$ cat config.mk
export PLATFORM = sky130hd
export DESIGN_NAME = flash_rd_resp
export DESIGN_NICKNAME = d
export VERILOG_FILES = /design/src/rtl/frr_pkg.sv /design/src/rtl/frr_busy_timer.sv /design/src/rtl/frr_status.sv /design/src/rtl/frr_data_sel.sv /design/src/rtl/flash_rd_resp.sv
export SDC_FILE = /design/constraint.sdc
export NUM_CORES = 1
export LEC_CHECK = 0
export BUFFER_PORTS_ARGS = -buffer_cell sky130_fd_sc_hd__buf_2
export CAP_MARGIN = 20
export CORE_MARGIN = 10
export CORE_UTILIZATION = 49
export CTS_CLUSTER_DIAMETER = 30
export CTS_CLUSTER_SIZE = 24
export DETAILED_ROUTE_END_ITERATION = 8
export PLACE_DENSITY_LB_ADDON = 0.1
export SKIP_CTS_REPAIR_TIMING = 1
export SLEW_MARGIN = 5
export SYNTH_ARGS = -nofsm -noshare
export SYNTH_HDL_FRONTEND = slang
export SYNTH_SLANG_ARGS = --single-unit
export TNS_END_PERCENT = 5
$ cat constraint.sdc
create_clock -name clk -period 2.2 [get_ports clk]
set_input_delay 0.11 -clock clk [delete_from_list [all_inputs] [get_ports clk]]
set_output_delay 0.11 -clock clk [all_outputs]
set_load 0.01 [all_outputs]
$ cat src/rtl/frr_pkg.sv
package frr_pkg;

  typedef enum logic [1:0] {
    RM_ARRAY  = 2'd0,
    RM_IDENT  = 2'd1,
    RM_CFI    = 2'd2,
    RM_STATUS = 2'd3
  } rd_mode_e;

  // raw: byte k is the byte at offset+k
  function automatic logic [31:0] pack_bytes(input logic [31:0] raw,
                                             input logic [1:0]  sz,
                                             input logic        be);
    logic [31:0] r;
    unique case (sz)
      2'd0:    r = {24'd0, raw[7:0]};
      2'd1:    r = be ? {16'd0, raw[7:0], raw[15:8]}
                      : {16'd0, raw[15:8], raw[7:0]};
      default: r = be ? {raw[7:0], raw[15:8], raw[23:16], raw[31:24]}
                      : raw;
    endcase
    return r;
  endfunction

endpackage

$ cat src/rtl/frr_busy_timer.sv
module frr_busy_timer #(
  parameter int SECTOR_CYC = 200,
  parameter int CHIP_MULT  = 5
) (
  input  logic clk,
  input  logic rst,
  input  logic start,
  input  logic chip,
  output logic busy,
  output logic expire
);
  localparam int CHIP_CYC = CHIP_MULT * SECTOR_CYC;
  localparam int CW       = $clog2(CHIP_CYC + 1);
  localparam logic [CW-1:0] SEC_LOAD  = CW'(SECTOR_CYC - 1);
  localparam logic [CW-1:0] CHIP_LOAD = CW'(CHIP_CYC - 1);

  logic [CW-1:0] cnt;

  assign expire = busy && (cnt == '0);

  always_ff @(posedge clk) begin
    if (rst) begin
      busy <= 1'b0;
      cnt  <= '0;
    end else if (!busy) begin
      if (start) begin
        busy <= 1'b1;
        cnt  <= chip ? CHIP_LOAD : SEC_LOAD;
      end
    end else if (expire) begin
      busy <= 1'b0;
    end else begin
      cnt <= cnt - 1'b1;
    end
  end
endmodule

$ cat src/rtl/frr_status.sv
module frr_status (
  input  logic       clk,
  input  logic       rst,
  input  logic       prog_done,
  input  logic       prog_msb,
  input  logic       erase_start,
  input  logic       expire,
  input  logic       poll,
  output logic [7:0] status
);
  logic [7:0] nxt;

  always_comb begin
    nxt = status;
    if (expire) nxt[7] = ~nxt[7];
    if (poll)   nxt[6] = ~nxt[6];
    if (erase_start) nxt = 8'h00;
    if (prog_done)   nxt = {~prog_msb, 7'h7F};
  end

  always_ff @(posedge clk) begin
    if (rst) status <= 8'h00;
    else     status <= nxt;
  end
endmodule

$ cat src/rtl/frr_data_sel.sv
module frr_data_sel
  import frr_pkg::*;
#(
  parameter int          CFI_LEN  = 82,
  parameter logic [15:0] MFR_ID   = 16'h0001,
  parameter logic [15:0] DEV_ID   = 16'h22C9,
  parameter logic [15:0] EXT_ID_A = 16'h00FF,
  parameter logic [15:0] EXT_ID_B = 16'h00FF
) (
  input  rd_mode_e    mode,
  input  logic [7:0]  idx,
  input  logic [31:0] raw,
  input  logic [1:0]  sz,
  input  logic        be,
  input  logic [7:0]  cfi_byte,
  input  logic [7:0]  status,
  output logic [31:0] data
);
  localparam logic [15:0] NO_ID = 16'h00FF;

  logic [31:0] arr_word;
  assign arr_word = pack_bytes(raw, sz, be);

  always_comb begin
    data = arr_word;
    unique case (mode)
      RM_IDENT: begin
        unique case (idx)
          8'h00: data = {16'd0, MFR_ID};
          8'h01: data = {16'd0, DEV_ID};
          8'h02: data = 32'd0;
          8'h0E: if (EXT_ID_A != NO_ID) data = {16'd0, EXT_ID_A};
          8'h0F: if (EXT_ID_B != NO_ID) data = {16'd0, EXT_ID_B};
          default: data = arr_word;
        endcase
      end
      RM_CFI:    data = (int'(idx) < CFI_LEN) ? {24'd0, cfi_byte} : 32'd0;
      RM_STATUS: data = {24'd0, status};
      default:   data = arr_word;
    endcase
  end
endmodule

$ cat src/rtl/flash_rd_resp.sv
module flash_rd_resp
  import frr_pkg::*;
#(
  parameter int          BUS_BYTES  = 2,
  parameter int          CFI_LEN    = 82,
  parameter int          SECTOR_CYC = 200,
  parameter logic [15:0] MFR_ID     = 16'h0001,
  parameter logic [15:0] DEV_ID     = 16'h22C9,
  parameter logic [15:0] EXT_ID_A   = 16'h2210,
  parameter logic [15:0] EXT_ID_B   = 16'h00FF
) (
  input  logic        clk,
  input  logic        rst,
  input  logic [1:0]  mode_i,
  input  logic        bypass_i,
  input  logic        rd_stb_i,
  input  logic [7:0]  rd_off_i,
  input  logic [1:0]  rd_size_i,
  input  logic        big_end_i,
  input  logic [31:0] arr_data_i,
  output logic [7:0]  cfi_idx_o,
  input  logic [7:0]  cfi_byte_i,
  input  logic        prog_done_i,
  input  logic        prog_msb_i,
  input  logic        erase_go_i,
  input  logic        erase_chip_i,
  output logic [31:0] rd_data_o,
  output logic        rd_vld_o,
  output logic        busy_o,
  output logic        erase_end_o,
  output logic        erase_end_bypass_o
);
  localparam int SH = $clog2(BUS_BYTES);

  rd_mode_e    mode;
  logic [7:0]  idx;
  logic [7:0]  status;
  logic [31:0] sel_data;
  logic        expire;
  logic        go_ok;
  logic        poll;

  assign mode      = rd_mode_e'(mode_i);
  assign idx       = rd_off_i >> SH;
  assign cfi_idx_o = idx;
  assign go_ok     = erase_go_i && !busy_o;
  assign poll      = rd_stb_i && (mode == RM_STATUS);

  frr_busy_timer #(.SECTOR_CYC(SECTOR_CYC), .CHIP_MULT(5)) u_tmr (
    .clk(clk), .rst(rst), .start(go_ok), .chip(erase_chip_i),
    .busy(busy_o), .expire(expire)
  );

  frr_status u_st (
    .clk(clk), .rst(rst), .prog_done(prog_done_i), .prog_msb(prog_msb_i),
    .erase_start(go_ok), .expire(expire), .poll(poll), .status(status)
  );

  frr_data_sel #(
    .CFI_LEN(CFI_LEN), .MFR_ID(MFR_ID), .DEV_ID(DEV_ID),
    .EXT_ID_A(EXT_ID_A), .EXT_ID_B(EXT_ID_B)
  ) u_sel (
    .mode(mode), .idx(idx), .raw(arr_data_i), .sz(rd_size_i),
    .be(big_end_i), .cfi_byte(cfi_byte_i), .status(status), .data(sel_data)
  );

  always_ff @(posedge clk) begin
    if (rst) begin
      rd_data_o          <= '0;
      rd_vld_o           <= 1'b0;
      erase_end_o        <= 1'b0;
      erase_end_bypass_o <= 1'b0;
    end else begin
      rd_vld_o    <= rd_stb_i;
      erase_end_o <= expire;
      if (rd_stb_i) rd_data_o <= sel_data;
      if (expire)   erase_end_bypass_o <= bypass_i;
    end
  end
endmodule

==> impl_metrics.toml <==
[run_status]
status = "completed"

[pwr]
irDropWorstVdd_mv = 0.365
power_leakage_nw = 1.50
pwr_density_cell_mw_per_mm2 = 644
power_mw = 2.17

[routing]
first_pass_iters = 5
num_vias = 2787
vias_per_cell = 5.56
drt_iter0_drc = 192
ant_nets = 0
drc = 0
post_drt_wl_per_cell_um = 16.4
routed_wl_mm = 8.22

[synthesis]
synthTopCellsByCount = "dfxtp_1 (49), o21ai_0 (40), nand2_1 (32)"
syn-num-nets = 406
synth_seq_cells = 49
yosys-top-cells-area = "dfxtp_1 (35%), mux2i_1 (7.5%), o21ai_0 (7.1%), nand2_1 (4.3%), a21oi_1 (4.1%)"
synth_cell_type_count = 58
yosys.area.top_type = "dfxtp_1"
synth_top_area_share_pct = 35.0
synth_edf_count = 0
synthCells = 344
synthFlopType = "dfxtp_1"
syn-mean-instance-area_um2 = 8.14
ys_async_sr_fraction_pct = 0
yosysSeqAreaShare_pct = 35.0
ys.warnings.count = 0
synth_most_common_cell = "dfxtp_1"
syn_area_mm2 = 0.00280

[timing]
fmax_mhz = 506
slew_violations = 0
hold_viol_final = 0
clock_skew_ns = 0.00959
max_slew.worst_pin.slew_ns = 0.679
min_period_ns = 1.98
period_share_pct = 89.9
rsz0062_at_grt = "false"
setup_tns_ns = 0
max_slew_margin_pct = 54.1
setup_viol = 0

[place]
post-dp-hpwl_mm = 6.31
place_area_mm2 = 0.00324
numPortBuffers = 102
routabilityCongestion = 0.853

[cells_and_area]
multi_input_area_mm2 = 0.00159
num-nets-final = 490
drive_above_1_share_pct = 29.4
regArea_um2 = 981
antenna_cells = 0
final_area_mm2 = 0.00336
nFillCells = 555
synthToLayoutAreaGrowth_pct = 20.0

[grt]
gr-total-overflow = 0
antenna_found_initial = 0
grt_use_met2_pct = 28.8
grt_use_met1_pct = 21.7
track_usage_pct = 17.4
use_met3_pct = 4.40
grt_pass1_wl_mm = 12.8
grt_max_degree = 28
grt_pass1_vias = 2683
grt-busiest-layer = "met2"

[worst_hold_path]
whs_endpoint = "erase_end_bypass_o"
min_path_cells = 3
min_from = "bypass_i"
hold_path.class = "input pin to flip-flop"

[run]
cap_violations = 0

[setup_path]
worstReg2RegEnd = "u_tmr.cnt[8]"
required_ns = 2.42
cp.arrival_ns = 2.20
critPathKind = "flip-flop to flip-flop"
critPathCaptureType = "flip-flop"
critPathMaxFanout = 7
startpoint_type = "flip-flop"
r2r_start = "u_tmr.cnt[0]"
reg2reg_depth = 6
r2r_setup_slack_ns = 0.22

[clocking]
clkLatencyLatePin_ns = 0.31
cts.path.max_buffers = 2
cts_tree = "yes"
cts.sinks = 49
cts_buffers = 5
htree_num_levels = 2
path_clk_slew_ns = 0.09
root_buffer = "clkbuf_8"

[floorplanning]
core_area_mm2 = 0.00554
io_pins = 105
initial_core_util_pct = 50.6
die_h_um = 95.6
dieArea_mm2 = 0.00914
rows = 27
die_x_um = 95.6
## cells by family after synthesis
kind of cell | count (synthesis) | synth area share (%)
other | 1 | 0.134
adders and majority gates | 1 | 0.447
and+or+nand+nor | 123 | 23.4
xor gates and xnor gates | 3 | 0.938
buffers and inverters | 40 | 8.17
DFF | 49 | 35.0
AOI/OAI and AO/OA | 106 | 24.3
muxes | 21 | 7.50
## per-stage QoR
stage	cells	hold slack, ns	utilization [%]	worst slack (ns)
after CTS	501	0.0476	60.7	0.235
after global placement	493	0.347	58.5	0.312
after global routing	501	0.0667	60.7	0.0406
after detailed placement	493	0.366	58.5	0.292
after floorplan	344	0.227	-	0.443
final	501	0.0471	60.7	0.222
## worst max-delay path by stage
stage	depth (start not counted)	slack [ns]	endpoint	startpoint
after global routing	6	0.04	u_tmr.cnt[8]	u_tmr.cnt[0]
after global placement	6	0.31	u_tmr.cnt[3]	u_tmr.cnt[0]
after floorplan	6	0.44	u_tmr.cnt[2]	u_tmr.cnt[0]
after CTS	6	0.24	u_tmr.cnt[8]	u_tmr.cnt[0]
final	6	0.22	u_tmr.cnt[8]	u_tmr.cnt[0]
after detailed placement	6	0.29	u_tmr.cnt[7]	u_tmr.cnt[0]
## metal layers
metal  vias up  routed length, um
met5         -                  0
met3         9                688
met1      1290               3540
met2        77               3880
met4         0                113
li1       1411                  -
## area by class of cell
| cell class | count | area share, % |
|---|---|---|
| Multi-Input combinational cell | 255 | 47.4 |
| Clock buffer | 6 | 2.46 |
| Tap cell | 72 | 2.68 |
| Clock inverter | 2 | 1.12 |
| Inverter | 12 | 1.34 |
| Timing Repair Buffer | 105 | 15.9 |
| Sequential cell | 49 | 29.2 |
## worst max-delay path, stage by stage, from the launching register on
cell and delay, ns:
dfxtp_1 0.40, inv_1 0.06, ha_1 0.23, nor4b_2 0.20, a41oi_1 0.61, nand3b_1 0.15, a211oi_1 0.25
## sequential cells by signal, indices dropped and copies added, names as in the netlist
register            cells
u_tmr.busy              1
erase_end_o             1
u_tmr.cnt              10
rd_data_o              32
rd_vld_o                1
erase_end_bypass_o      1
u_st.status             3
## power by group
part | internal, mW | switching, mW
Combinational | 0.205 | 0.271
Clock | 0.370 | 0.325
Sequential | 0.943 | 0.0514
Total | 1.52 | 0.647
## cells in the final DEF (no fill, tap or decap), drive strengths merged, types with 2 or more instances in the layout
cell and count:
a311oi 3, buf 105, nor2b 9, mux2i 21, or4 2, a221oi 2, o21ai 41, nor2 27
clkbuf 6, nand4b 2, o211ai 5, or4b 3, a31oi 2, a31o 2, a2111oi 2, nand3b 3
dfxtp 49, nand2 32, a32oi 2, or3 3, nand2b 4, xnor2 2, nor3b 8, nor3 9
o31a 2, and3 2, inv 12, a21oi 23, a211oi 13, o22ai 2, nand3 12
No activity file was read; power rests on OpenSTA's default activity.
